<file path="src/rtl/pmt_pkg.sv">
package pmt_pkg;

    typedef enum logic [2:0] {
        CMD_INHIBIT   = 3'd0,
        CMD_NOP       = 3'd1,
        CMD_ACTIVATE  = 3'd2,
        CMD_READ      = 3'd3,
        CMD_WRITE     = 3'd4,
        CMD_PRECHARGE = 3'd5,
        CMD_REFRESH   = 3'd6,
        CMD_LOAD_MODE = 3'd7
    } cmd_e;

    typedef enum logic [2:0] {
        PM_NORMAL  = 3'd0,
        PM_PWRDN   = 3'd1,
        PM_SELFREF = 3'd2,
        PM_SUSPEND = 3'd3,
        PM_RECOVER = 3'd4
    } pm_e;

    // {previous, current} clock-enable sample
    typedef enum logic [1:0] {
        CK_LL = 2'b00,
        CK_LH = 2'b01,
        CK_HL = 2'b10,
        CK_HH = 2'b11
    } cke_pair_e;

    function automatic logic is_idle_cmd(cmd_e c);
        return (c == CMD_INHIBIT) || (c == CMD_NOP);
    endfunction

endpackage

</file>
<file path="src/rtl/pmt_cke_edge.sv">
module pmt_cke_edge
    import pmt_pkg::*;
(
    input  logic      clk_i,
    input  logic      rst_ni,
    input  logic      cke_i,
    output cke_pair_e pair_o
);
    logic cke_q;

    // Clock enable is taken as high out of reset
    always_ff @(posedge clk_i or negedge rst_ni) begin
        if (!rst_ni) cke_q <= 1'b1;
        else         cke_q <= cke_i;
    end

    assign pair_o = cke_pair_e'({cke_q, cke_i});
endmodule

</file>
<file path="src/rtl/pmt_xsr_timer.sv">
module pmt_xsr_timer #(
    parameter int unsigned T_XSR    = 8,
    parameter int unsigned MIN_IDLE = 2
) (
    input  logic clk_i,
    input  logic rst_ni,
    input  logic start_i,
    input  logic run_i,
    input  logic idle_i,
    output logic expire_o
);
    localparam int unsigned CW = $clog2(T_XSR + 1);
    localparam int unsigned NW = $clog2(MIN_IDLE + 1);
    localparam logic [CW-1:0] CNT_MAX  = CW'(T_XSR);
    localparam logic [NW-1:0] IDLE_MAX = NW'(MIN_IDLE);

    logic [CW-1:0] cnt_q, cnt_inc;
    logic [NW-1:0] idle_q, idle_inc;

    // Both counters saturate, so a long window cannot wrap
    always_comb begin
        cnt_inc  = (cnt_q == CNT_MAX) ? cnt_q : cnt_q + 1'b1;
        idle_inc = (idle_i && (idle_q != IDLE_MAX)) ? idle_q + 1'b1 : idle_q;
        expire_o = run_i && (cnt_inc == CNT_MAX) && (idle_inc == IDLE_MAX);
    end

    always_ff @(posedge clk_i or negedge rst_ni) begin
        if (!rst_ni) begin
            cnt_q  <= '0;
            idle_q <= '0;
        end else if (start_i) begin
            cnt_q  <= '0;
            idle_q <= '0;
        end else if (run_i) begin
            cnt_q  <= cnt_inc;
            idle_q <= idle_inc;
        end
    end
endmodule

</file>
<file path="src/rtl/pmt_power_mode.sv">
module pmt_power_mode
    import pmt_pkg::*;
#(
    parameter int unsigned T_XSR = 8
) (
    input  logic       clk_i,
    input  logic       rst_ni,
    input  logic       cke_i,
    input  logic [2:0] cmd_i,
    input  logic       banks_idle_i,
    input  logic       rw_active_i,
    output logic [2:0] mode_o,
    output logic       accept_o,
    output logic       illegal_o
);
    localparam int unsigned MIN_IDLE = 2;

    cmd_e      cmd;
    cke_pair_e pair;
    pm_e       state_q, state_d;
    logic      illegal_q, bad;
    logic      idle, xsr_start, xsr_run, xsr_expire;

    assign cmd  = cmd_e'(cmd_i);
    assign idle = is_idle_cmd(cmd);

    pmt_cke_edge u_edge (
        .clk_i  (clk_i),
        .rst_ni (rst_ni),
        .cke_i  (cke_i),
        .pair_o (pair)
    );

    assign xsr_run = (state_q == PM_RECOVER);

    pmt_xsr_timer #(
        .T_XSR    (T_XSR),
        .MIN_IDLE (MIN_IDLE)
    ) u_timer (
        .clk_i    (clk_i),
        .rst_ni   (rst_ni),
        .start_i  (xsr_start),
        .run_i    (xsr_run),
        .idle_i   (idle),
        .expire_o (xsr_expire)
    );

    // Next-state decision
    always_comb begin
        state_d   = state_q;
        bad       = 1'b0;
        xsr_start = 1'b0;
        unique case (state_q)
            PM_NORMAL: begin
                case (pair)
                    CK_HH: ;
                    CK_HL: begin
                        if (rw_active_i)                               state_d = PM_SUSPEND;
                        else if (banks_idle_i && idle)                 state_d = PM_PWRDN;
                        else if (banks_idle_i && cmd == CMD_REFRESH)   state_d = PM_SELFREF;
                        else                                           bad     = 1'b1;
                    end
                    default: bad = 1'b1;
                endcase
            end
            PM_PWRDN, PM_SELFREF: begin
                case (pair)
                    CK_LL: ;
                    CK_LH: begin
                        if (idle) begin
                            state_d   = (state_q == PM_PWRDN) ? PM_NORMAL : PM_RECOVER;
                            xsr_start = (state_q == PM_SELFREF);
                        end else begin
                            bad = 1'b1;
                        end
                    end
                    default: bad = 1'b1;
                endcase
            end
            PM_SUSPEND: begin
                case (pair)
                    CK_LL: ;
                    CK_LH:   state_d = PM_NORMAL;
                    default: bad     = 1'b1;
                endcase
            end
            PM_RECOVER: begin
                bad = !cke_i || !idle;
                if (!bad && xsr_expire) state_d = PM_NORMAL;
            end
            default: begin
                state_d = PM_NORMAL;
                bad     = 1'b1;
            end
        endcase
        if (bad) state_d = state_q;
    end

    // State register
    always_ff @(posedge clk_i or negedge rst_ni) begin
        if (!rst_ni) begin
            state_q   <= PM_NORMAL;
            illegal_q <= 1'b0;
        end else begin
            state_q   <= state_d;
            illegal_q <= bad;
        end
    end

    // Outputs
    always_comb begin
        mode_o    = state_q;
        accept_o  = (state_q == PM_NORMAL);
        illegal_o = illegal_q;
    end
endmodule

</file>
<file path="config.mk">
export PLATFORM = sky130hd
export DESIGN_NAME = pmt_power_mode
export DESIGN_NICKNAME = d
export VERILOG_FILES = /design/src/rtl/pmt_pkg.sv /design/src/rtl/pmt_cke_edge.sv /design/src/rtl/pmt_xsr_timer.sv /design/src/rtl/pmt_power_mode.sv
export SDC_FILE = /design/constraint.sdc
export NUM_CORES = 1
export LEC_CHECK = 0
export BUFFER_PORTS_ARGS = -buffer_cell sky130_fd_sc_hd__buf_4
export CORE_MARGIN = 2
export CORE_UTILIZATION = 52
export CTS_BUF_LIST = sky130_fd_sc_hd__clkbuf_8
export CTS_CLUSTER_DIAMETER = 80
export DETAILED_ROUTE_END_ITERATION = 10
export HOLD_SLACK_MARGIN = 0.08
export PLACE_DENSITY = 0.77
export SYNTH_ARGS = -nofsm -noshare
export SYNTH_HDL_FRONTEND = slang
export SYNTH_HIERARCHICAL = 1
export SYNTH_SLANG_ARGS = --single-unit
</file>
<file path="constraint.sdc">
create_clock -name clk_i -period 2.3 [get_ports clk_i]
set_input_delay 0.23 -clock clk_i [delete_from_list [all_inputs] [get_ports clk_i]]
set_output_delay 0.23 -clock clk_i [all_outputs]
set_load 0.1 [all_outputs]
</file>
After elaboration in Yosys (flattened, before gate mapping)

Index checks and enable logic that the tools add are counted.

Logic and storage cells: 72
Output and inout port bits: 5
Register bits after elaboration: 11

Bitwise operators: 1
Mux-type cells: 27
$add $sub $neg: 2
Equal/unequal tests: 19
Reductions and logical operators: 18

Operators by type and width:

| kind                | number |
|---|---|
| $mux 3              | 9 |
| $mux 4              | 3 |
| $pmux 3 s4          | 1 |
| $ne 2x2->1 const B  | 5 |
| $eq 4x4->1 const B  | 2 |
| $mux 1              | 8 |
| $reduce_and 7->1    | 1 |
| $eq 2x2->1 const B  | 3 |
| $eq 3x1->1 const B  | 2 |
| $eq 3x2->1 const B  | 2 |
| $eq 3x3->1 const B  | 2 |
| $logic_and 1x1->1   | 6 |
| $logic_not 3->1     | 2 |
| $mux 2              | 3 |
| $add 4x1->4 const B | 1 |
| $ne 4x2->1 const B  | 1 |
| $pmux 1 s2          | 2 |
| $pmux 1 s4          | 1 |
| $reduce_or 2->1     | 2 |
| $logic_not 1->1     | 3 |
| $add 2x1->2 const B | 1 |
| $eq 2x1->1 const B  | 1 |
| $logic_not 2->1     | 1 |
| $logic_or 1x1->1    | 2 |
| 3 further kinds     | 3 |

Depth between registers and ports, before layout

Depth after elaboration: 9
Mapped depth: 9
Gate-level depth less buffers: 8

Cells and area by module

The synthesis kept the hierarchy.

By module, submodules not included:

| module         | area each (um^2) | sequential area each (um^2) | cells an instance | times used |
|---|---|---|---|---|
| pmt_xsr_timer  | 427.9            | 150.1                       | 44                | 1 |
| pmt_power_mode | 349.1            | 100.1                       | 37                | 1 |
| pmt_cke_edge   | 41.3             | 26.3                        | 3                 | 1 |

Least setup slack after synthesis

OpenSTA, ideal clock, no wires.

Path type: register to register
Start: register state_q[0], in the netlist mode_o[0]
End: register state_q[1], in the netlist mode_o[1]
Arrival: 4060 ps
Cell stages (with the launch flop): 5
Library setup time: 128 ps
Path buffers: 0
Data required time: 2172 ps
Path slack: -1888 ps
Period minus slack after synthesis: 4188 ps
Cells stage by stage: dfrtp_1 > nor3_1 > a311o_2 > nor4_4 > mux2_1

Elaborated cells between the ends (all ways): 19

RTL lines:

| item                              | line                  | text |
|---|---|---|
| start: declaration                | pmt_power_mode.sv:20  | `pm_e state_q, state_d;` |
| start signal: assignment          | pmt_power_mode.sv:105 | `state_q <= state_d;` |
| $logic_not 3->1                   | n/a                   |  |
| net accept_o                      | pmt_power_mode.sv:13  | `output logic accept_o,` |
| $pmux 1 s4                        | pmt_power_mode.sv:53  | `unique case (state_q)` |
| net bad                           | pmt_power_mode.sv:21  | `logic illegal_q, bad;` |
| $not 1->1 (no source line)        | n/a                   |  |
| $reduce_and 7->1 (no source line) | n/a                   |  |

The timed path passes the listed nets, and every way through them passes these cells.
A chain may end at the register's enable or synchronous reset.

Worst setup path after layout

Start: register state_q[1], in the netlist mode_o[1]
End: register state_q[1], in the netlist mode_o[1]

Longest elaborated chain between the ends: 6
Elaborated cells between the ends (all ways): 19

RTL lines:

| item                              | line                 | text |
|---|---|---|
| $eq 3x3->1                        | pmt_power_mode.sv:34 | `assign xsr_run = (state_q == PM_RECOVER);` |
| net xsr_run                       | pmt_power_mode.sv:22 | `logic idle, xsr_start, xsr_run, xsr_expire;` |
| $logic_and 1x1->1 (2 in series)   | pmt_xsr_timer.sv:24  | `expire_o = run_i && (cnt_inc == CNT_MAX) && (idle_inc == IDLE_MAX);` |
| net xsr_expire                    | pmt_power_mode.sv:22 |  |
| $logic_and 1x1->1                 | pmt_power_mode.sv:89 | `if (!bad && xsr_expire) state_d = PM_NORMAL;` |
| $ne 2x2->1 (no source line)       | n/a                  |  |
| $reduce_and 7->1 (no source line) | n/a                  |  |

The timed path passes the listed nets, and every way through them passes these cells.

==> flow_summary.toml <==
[synthesis]
synth_area_per_cell_um2 = 9.74
seq_area_frac_synth_pct = 33.8
synth_compound_area_share_pct = 19.0
yosysUniqueCellTypes = 39
synth_nets = 95
synthXorXnorAreaFrac_pct = 4.28
synthAdderAreaFrac_pct = 4.59
async_flop_share_pct = 100
synthFlopType = "dfrtp_1"
synthCells = 84
synth_top_family_by_area = "simple AND/OR/NAND/NOR gates"
yosysWarnings = 6
synth_edf_count = 0
synthSimpleGateAreaFrac_pct = 27.4
synth.area.mux_share_pct = 5.20
syn-cell-area_um2 = 818
yosys_register_bits = 11

[die]
boundaryPins = 13
core-area_um2 = 1490
chipWidth_um = 43.7
die_h_um = 43.7
die_area_um2 = 1910
start_util_pct = 55.0
rows = 14

[worst_setup_path]
cp-start-kind = "flop"
critPathTopFamily = "simple AND/OR/NAND/NOR gates"
cp_max_fo = 5
cp.buffers_inverters = 1
critical_path.max_stage_delay_ps = 510
crit_path_end_kind = "flop"
worstPathArrival_ps = 2420
slowest_stage = "dfrtp_4"
critPathRequiredTime_ps = 2430
worstSetupPathType = "flop to flop"
ff2ff_setup_slack_ps = 7
worstPathCellList = "nor2_4 -> nand2_1 -> inv_1 -> nand3b_1 -> a2111oi_4 -> a31oi_2 -> nor4_4 -> mux2_4"

[timing]
hold_viol_final = 0
fmax_mhz = 436
rsz0062_at_grt = "yes"
finalMaxSlewViolations = 0
setup_viol = 0
tightest_slew_ps = 379
hold_ws_ps = 138
max-slew-margin-rel_pct = 74.6
clock_skew_ps = 4.99
tns_ps = 0
final_period_minus_worst_setup_slack_ps = 2290
fin_crit_sh_pct = 99.7

[pwr]
max-vdd-ir-drop_mv = 1.20
finalPower_mw = 1.75
power_density_nw_per_um2 = 1540
p_leak_nw = 0.480

[status]
status = "finished, final reports clean"

[clock_tree]
clock_sinks = 11
clockBufferDepth = 2
root_buffer = "clkbuf_8"
cts_tree = "yes"
cts-buffers-inserted = 3
cts_max_level = 1
path_clk_slew_ps = 60
clkLatencyLatePin_ps = 240

[layout]
drive_gt1_share_pct = 43.6
nets = 122
syn_to_final_growth_pct = 39.1
post-route-cell-area_um2 = 1140
finish.utilization_pct = 76.5
layout_common_cells = "24 x buf_4, 7 x dfrtp_1, 5 x nand2_1, 5 x inv_1, 5 x a21oi_1"
layout_commonest_cell = "buf_4"
diodes = 0

[route]
drt-initial-drc-count = 26
wl_met2_um = 1070
drt_pre_antenna_iters = 4
routed.top_layer = "met4"
wl_met3_um = 118
wl_per_cell_um = 17.3
detail-route-antenna-nets = 0
routed_via_density = 6.06
wl_met1_um = 965
wirelength_um = 2180
drcViolationCount = 0
via_count = 764

[global_route]
grt_pass1_vias = 690
grt_max_degree = 12
grt_antenna_before_repair = 0
grt_pass1_wl_um = 3280
grt.overflow.total = 0
grt.total_usage_pct = 23.6

[place]
dpl_cell_area_um2 = 968
gp_congestion = 0.767
io_buffers = 12
dp_hpwl_um = 1300

[worst_hold_path]
min_path_type = "input port to flop"

[job]
maxCapViolations = 0
stage by stage:
stage                     setup slack [ps]  std cells
after floorplan                      -60.5         84
after global placement                77.6        114
after detailed placement             0.726        114
after CTS                             3.35        120
after global routing                 -73.9        126
final                                 7.44        126
Yosys cell counts, types with 2 or more instances:
cell	instances	area share [%]
xnor2_1	2	2.1
nand3b_1	4	3.7
ha_1	3	4.6
and4bb_1	2	3.1
buf_4	2	1.8
a21oi_1	5	3.1
nor3_1	3	1.8
nor2_1	5	2.3
xor2_1	2	2.1
mux2i_1	2	2.4
inv_1	5	2.3
o21ai_0	2	1.2
dfrtp_1	10	31
nor2b_1	3	2.3
mux2_1	2	2.8
nand2_1	5	2.3
a211oi_1	2	1.8
nand2b_1	4	3.1
power breakdown:
part	internal (mW)	leakage (nW)	total, mW	switching, mW
logic	0.467	0.326	1.17	0.699
clock network	0.118	0.0269	0.196	0.0780
registers	0.291	0.127	0.393	0.102
total	0.876	0.480	1.75	0.879
sequential cells by signal, indices dropped and copies added, names as in the netlist:
signal,flops
u_timer/cnt_q,4
mode_o,3
u_timer/idle_q,2
illegal_o,1
u_edge/cke_q,1
layout make-up:
class | instances | area [µm²]
multi-input cells | 64 | 568
fillers | 102 | 350
flip-flops and latches | 11 | 288
repair buffers | 25 | 190
clock buffers | 3 | 41.3
inverters | 6 | 27.5
well taps | 16 | 20.0
clock inverters | 1 | 3.75
worst reg2reg max path, stage by stage, from the launching register on:
cell       delay (ps)
dfrtp_4           510
nor2_4            140
nand2_1            90
inv_1             100
nand3b_1          140
a2111oi_4         380
a31oi_2           160
nor4_4            330
mux2_4            330
repair_timing:
item / 4_1_cts / 5_1_grt
gates cloned: 0 / 0
endpoints found under the hold margin: 11 / 0
setup endpoints to repair: 2 / 2
resized for setup: 3 / 9
setup buffers: 1 / 6
pin swaps: 3 / 3
hold buffers: 1 / 0
path summary, 6_finish.rpt:
| path | startpoint | endpoint | cells after the start |
|---|---|---|---|
| worst max-delay path | mode_o[1] | mode_o[1] | 8 |
| worst min-delay path | cke_i | u_edge/cke_q | 1 |
| worst max register to register | mode_o[1] | mode_o[1] | 8 |
| worst min register to register | u_timer/cnt_q[2] | u_timer/cnt_q[2] | 2 |
| max in group asynchronous | rst_ni | u_edge/cke_q | 2 |
| min in group asynchronous | rst_ni | u_timer/idle_q[0] | 2 |
routing by layer:
layer | up-vias | track usage, %
li1 | 359 | -
met1 | 374 | 32.3
met2 | 27 | 36.2
met3 | 4 | 4.58
met4 | 0 | 10.3
met5 | - | 0
kinds of logic after synthesis:
group / count (synthesis)
simple gates: 34
compound gates: 19
flops: 11
buf+inv: 9
xor+xnor: 4
mux: 4
fa+ha+maj: 3
No activity file was read; power rests on OpenSTA's default activity.
